$ cat config.mk
export PLATFORM = sky130hd
export DESIGN_NAME = dic_lane_gen
export DESIGN_NICKNAME = d
export VERILOG_FILES = /design/src/rtl/dic_pkg.sv /design/src/rtl/dic_lane_gen.sv
export SDC_FILE = /design/constraint.sdc
export NUM_CORES = 1
export LEC_CHECK = 0
export ABC_AREA = 0
export ABC_CLOCK_PERIOD_IN_PS = 1000
export BUFFER_PORTS_ARGS = -buffer_cell sky130_fd_sc_hd__buf_2
export CAP_MARGIN = 20
export CELL_PAD_IN_SITES_DETAIL_PLACEMENT = 1
export CELL_PAD_IN_SITES_GLOBAL_PLACEMENT = 2
export CORE_UTILIZATION = 27
export DETAILED_ROUTE_END_ITERATION = 10
export PLACE_DENSITY_LB_ADDON = 0.05
export SLEW_MARGIN = 20
export SYNTH_ARGS = -nofsm -noshare
export SYNTH_HDL_FRONTEND = slang
export SYNTH_SLANG_ARGS = --single-unit
$ cat constraint.sdc
create_clock -name clk -period 1 [get_ports clk]
set_input_delay 0.2 -clock clk [delete_from_list [all_inputs] [get_ports clk]]
set_output_delay 0.2 -clock clk [all_outputs]
set_load 0.01 [all_outputs]
$ cat src/rtl/dic_pkg.sv
// Shared types for the data integrity checker.
// Assumes a 31-bit Fibonacci LFSR, x^31 + x^28 + 1.
package dic_pkg;
    localparam int LFSR_W = 31;
    typedef logic [LFSR_W-1:0] lfsr_t;

    // One step of the expected-data sequence.
    function automatic lfsr_t lfsr_next(lfsr_t s);
        return {s[LFSR_W-2:0], s[30] ^ s[27]};
    endfunction
endpackage

$ cat src/rtl/dic_lane_gen.sv
// Expected-data generator for one slice.
// It holds the LFSR state and the alignment flag, and reports which beats count.
// Assumes beat_vld has already been gated by the mode where that is needed.
module dic_lane_gen
    import dic_pkg::*;
#(
    parameter lfsr_t SEED = 31'h1
) (
    input  logic  clk,
    input  logic  rst_n,
    input  logic  clr,
    input  logic  beat_vld,
    input  logic  beat_sop,
    output logic  hit,
    output lfsr_t exp_state
);
    logic  aligned;
    lfsr_t state_q;

    // State used for the current beat: the seed while still unaligned.
    assign exp_state = aligned ? state_q : SEED;

    // A beat counts once aligned, or when it is itself the aligning start beat.
    assign hit = beat_vld && (aligned || beat_sop) && !clr;

    // Track alignment and step the sequence on counted beats.
    always_ff @(posedge clk) begin
        if (!rst_n) begin
            aligned <= 1'b0;
            state_q <= SEED;
        end else if (clr) begin
            aligned <= 1'b0;
        end else if (hit) begin
            aligned <= 1'b1;
            state_q <= lfsr_next(exp_state);
        end
    end


    align_on_sop_chk: assert property (@(posedge clk) disable iff (!rst_n)
        $rose(aligned) |-> $past(beat_vld && beat_sop && !clr));


    idle_hold_chk: assert property (@(posedge clk) disable iff (!rst_n)
        (aligned && !beat_vld && !clr) |=> $stable(state_q));
endmodule

Word level (Yosys, flattened, before mapping)
Index checks and enable logic that the tools add are counted.
Widths: inputs -> output; s select.
- flip-flop bits (word level): 32
- input port bits: 5
- word-level logic and storage cells: 12
- mux-type cells: 1
- bitwise logic cells: 3
- reductions and logical operators: 6
- operators with widths (operator ; count):
    $mux 31 ; 1
    $logic_and 1x1->1 ; 2
    $not 1->1 ; 2
    $reduce_and 2->1 ; 1
    $reduce_or 2->1 ; 1
    $logic_not 1->1 ; 1
    $logic_or 1x1->1 ; 1
    $xor 1x1->1 ; 1

Longest topological paths before layout
- depth after elaboration: 4
- mapped depth: 6
- gate-level depth less buffers: 3

Worst setup path after synthesis
OpenSTA, ideal clock, no wires.
- kind: register -> register
- from: reg aligned
- to: reg state_q[27]
- setup time: 122 ps
- arrival time: 949 ps
- data required time: 878 ps
- path slack: -71 ps
- stages on the path, launching flop included: 7
- path buffers: 3
- period minus slack after synthesis: 1071 ps
- cell sequence: dfxtp_1 -> buf_6 -> and3b_1 -> buf_6 -> buf_12 -> nand2_1 -> a21boi_1
- longest elaborated chain between the ends: 4
- elaborated cells between the ends (all ways): 5
- RTL lines (what ; RTL line ; text):
    start, declared ; dic_lane_gen.sv:17 ; logic aligned;
    start signal, assigned ; dic_lane_gen.sv:29 ; aligned <= 1'b0;
    start signal, assigned ; dic_lane_gen.sv:32 ; aligned <= 1'b0;
    start signal, assigned ; dic_lane_gen.sv:34 ; aligned <= 1'b1;
    $logic_or 1x1->1 ; dic_lane_gen.sv:24 ; assign hit = beat_vld && (aligned || beat_sop) && !clr;
    $logic_and 1x1->1 (2 in series) ; dic_lane_gen.sv:24 ;
    $reduce_and 2->1 (no line) ; -- ;
    end signal, assigned ; dic_lane_gen.sv:35 ; state_q <= lfsr_next(exp_state);
    end, declared ; dic_lane_gen.sv:18 ; lfsr_t state_q;
Several ways; a longest one is shown, not always the timed one.
A chain may end at the register's enable or synchronous reset.

Worst setup path in the final report
- from: reg aligned
- to: out exp_state[9]
- longest elaborated chain between the ends: 1
- RTL lines (what ; RTL line ; text):
    $mux 31 ; dic_lane_gen.sv:21 ; assign exp_state = aligned ? state_q : SEED;
    end, declared ; dic_lane_gen.sv:15 ; output lfsr_t exp_state
Every way passes these cells.

==> out/metrics.csv <==
stage,metric,value,unit
run_status,status,"finished, violations left",
critical_path,slowest cell delay on critical path,0.36,ns
layout,relative area change from synthesis to final layout,49.5,%
floorplan,count of pins on the block boundary,37,
floorplan,vertical extent of the die,76.7,um
global_routing,maximum number of pins on one net before global-route repair,33,
critical_path,Top Family by Delay on Critical Path,buffers and inverters,
clock_tree,worst-case clock buffer depth,2,
global_routing,wire length of the first global-routing pass,7220,um
sta,final setup TNS,-14.63,ns
placed_design,global placer's final weighted congestion,0.733,
layout,antenna cell count,0,
power_and_ir_drop,worst ir drop on vdd,506,uV
sta,final worst path period share,1.35,
layout,summed area of non-filler cells in the final layout,0.00225,mm^2
synth,fraction of post-synthesis cell area in the top cell type by area,0.425,
sta,total count of hold-check failures in the final report,0,
synth,synth top area cells,"sky130_fd_sc_hd__dfxtp_1 (43%), sky130_fd_sc_hd__and2_1 (12%), sky130_fd_sc_hd__a21boi_1 (10%)",
drt,Antenna Nets Post-Route,0,
sta,Fin Clk Skew,0.00583,ns
synth,largest family of logic cells by synthesized area,compound AO/OA/AOI/OAI gates,
drt,DRT iter0 DRCs,36,
global_routing,vias in the first global route,1437,
drt,Detailed Routing Iterations Pass 1,2,
clock_tree,clock transition at the registers of the reported paths,0.06,ns
power_and_ir_drop,Leak Pwr,0.000914,uW
sta,upper clock frequency limit,743,MHz
floorplan,initial cell density of the core,0.288,
floorplan,die width,76.7,um
drt,detailed-route DRC error count,0,
synth,"synthesized-area fraction occupied by ao, oa, aoi and oai cells",0.255,
synth,part of the Yosys area used for sequential elements,0.425,
synth,synthesized netlist cell count,179,
clock_tree,cell at the root of the clock tree,sky130_fd_sc_hd__clkbuf_8,
drt,total via count after detailed routing,1420,
critical_path,Critical Path End Type,output pin,
layout,"most common cell after layout, fill and taps aside",sky130_fd_sc_hd__dfxtp_1,
floorplan,total die area,0.00588,mm^2
critical_path,CP Cell Sequence,"buf_6, buf_4, and2_1, buf_2",
layout,filler instances,616,
global_routing,Total Routing Usage GR,0.159,
clock_tree,maximum level of the CTS H-tree,2,
synth,simple logic cell fraction of the synthesized area,0.241,
hold_path,Tightest Hold Check Type,primary input to register,
power_and_ir_drop,power per standard cell area,1290,mW/mm^2
drt,wire length per cell after detailed routing,14.4,um
sta,post-layout worst setup margin,-0.346,ns
placed_design,total cell area at the placement stage,0.00180,mm^2
synth,"Cell Area, Synth",0.00151,mm^2
critical_path,arrival time of the worst setup path,1.15,ns
critical_path,Crit path required time,0.80,ns
floorplan,standard cell core area,0.00524,mm^2
clock_tree,clock insertion delay at the later pin of the skew report,0.28,ns
synth,count of synthesis-stage warnings from yosys,0,
critical_path,count of buffering cells on the critical path with inverters included,3,
sta,unrepaired setup endpoints after global routing,true,
sta,relative slew slack,0.820,
run,count of maximum capacitance violations,0,
sta,number of failing setup endpoints in the final timing report,63,
sta,Tightest Pin Transition,0.269,ns
critical_path,largest fanout on the critical path,6,
synth,adder and majority gate portion of the synthesized area,0,
clock_tree,TritonCTS clock tree,yes,
drt,drt via density,4.72,
placed_design,estimated wirelength of the detail-placed design,2750,um
critical_path,category of the worst setup path launch point,register,
global_routing,overflow left after global routing,0,
sta,"Min Clock Period, post-route",1.35,ns
clock_tree,clk sinks,32,
clock_tree,TritonCTS buffer count,5,
synth,Avg Synthesized Cell Area,8.42,um^2
critical_path,critical-path cell with the highest stage delay,sky130_fd_sc_hd__dfxtp_4,
global_routing,number of antenna violations at the first check in global routing,0,
drt,post-detailed-routing wire length,4340,um
sta,number of max-slew violations in the final report,0,
critical_path,crit path kind,register to output pin,
synth,register bit count reported by yosys,32,
synth,proportion of synthesized area in mux cells,0,
synth,xor/xnor cell area share of the yosys netlist,0.00581,
synth,unique cell type count in the Yosys netlist,23,
layout,most frequent cells in the layout,"sky130_fd_sc_hd__dfxtp_1 (31), sky130_fd_sc_hd__nand2_1 (29), sky130_fd_sc_hd__a21boi_1 (27), sky130_fd_sc_hd__buf_2 (27), sky130_fd_sc_hd__and2_1 (22)",
run_status,violated checks,negative setup slack,
placed_design,IO buf count,36,
layout,net count reported at finish,235,
layout,fraction of layout cells with a size suffix above 1,0.446,
floorplan,floorplan row count,26,
synth,cell accounting for the most synthesized area,sky130_fd_sc_hd__dfxtp_1,
synth,total nets after synthesis,184,
[Yosys cell counts]
master                      n
sky130_fd_sc_hd__a21boi_0   8
sky130_fd_sc_hd__nor2_4     1
sky130_fd_sc_hd__o21ai_0   30
sky130_fd_sc_hd__buf_6      2
sky130_fd_sc_hd__o221a_2    1
sky130_fd_sc_hd__clkbuf_2   1
sky130_fd_sc_hd__and3b_1    1
sky130_fd_sc_hd__nor3b_1    1
sky130_fd_sc_hd__buf_2      1
sky130_fd_sc_hd__a21boi_1  21
sky130_fd_sc_hd__xor2_1     1
sky130_fd_sc_hd__a21oi_1    1
sky130_fd_sc_hd__and2_2     1
sky130_fd_sc_hd__nor2b_1    1
sky130_fd_sc_hd__nor2_1     1
sky130_fd_sc_hd__and2_1    29
sky130_fd_sc_hd__or2b_1     1
sky130_fd_sc_hd__clkbuf_1  10
sky130_fd_sc_hd__nand2_1   30
sky130_fd_sc_hd__nand2b_1   1
sky130_fd_sc_hd__buf_12     2
sky130_fd_sc_hd__dfxtp_1   32
sky130_fd_sc_hd__nand3_1    2
[report_power, final]
group / switching [uW] / leakage, uW / total [uW] / internal (uW)
registers: 5.44 / 0.000259 / 1280 / 1280
clock network: 497 / 0.0000645 / 1380 / 879
logic: 133 / 0.000591 / 256 / 123
total: 636 / 0.000914 / 2910 / 2280
[area by class of cell]
cell class / instances / area (um^2) / area share
multi-input cells: 131 / 873 / 0.388
clock inverters: 1 / 30.0 / 0.0133
clock buffers: 7 / 96.3 / 0.0428
well taps: 70 / 87.6 / 0.0389
repair buffers: 60 / 520 / 0.231
flip-flops and latches: 32 / 644 / 0.286
[registers in the layout, indices dropped and copies added, names as in the netlist]
register and count:
aligned 1, state_q 31
[path summary, 6_finish.rpt]
kind                                   from      endpoint  slack [ns]  cells after the start
worst max-delay path                aligned  exp_state[9]       -0.35                      4
worst min-delay path                    clr       aligned        0.11                      2
worst max register to register      aligned    state_q[8]       -0.26                      7
worst min register to register  state_q[23]   state_q[24]        0.46                      2
[repair_timing]
action / in CTS / in global routing
hold buffers: 0 / 0
pin swaps: 26 / 16
cloned: 4 / 0
endpoints found under the setup margin: 63 / 63
buffers inserted: 9 / 3
resized for setup: 67 / 32
[layer usage]
layer  up-vias  share of wire  global-route usage
met5         -              0                   0
met4         0          0.015              0.0635
met3         6          0.040              0.0464
met2        26           0.48               0.263
met1       687           0.47               0.193
li1        701              -                   -
[per-stage QoR]
| step | power, uW | setup slack [ns] | instances | hold slack (ns) | utilization |
|---|---|---|---|---|---|
| 6_report | 2920 | -0.346 | 301 | 0.114 | 0.430 |
| 5_1_grt | 3040 | -0.393 | 301 | 0.108 | 0.430 |
| 4_1_cts | 2980 | -0.364 | 305 | 0.0945 | 0.425 |
| 3_5_place_dp | 1470 | -0.169 | 284 | 0.410 | 0.344 |
| 3_3_place_gp | 1470 | -0.126 | 284 | 0.402 | 0.344 |
| 2_1_floorplan | 1390 | -0.0488 | 179 | 0.276 | - |
[cells by family (layout without fill, tap and decap cells)]
| kind of cell | Yosys count | in the layout |
|---|---|---|
| and+or+nand+nor | 69 | 69 |
| buffers and inverters | 16 | 68 |
| DFF | 32 | 32 |
| AOI/OAI and AO/OA | 61 | 61 |
| xor gates and xnor gates | 1 | 1 |
Note: power is estimated with default switching activity, not from simulation.
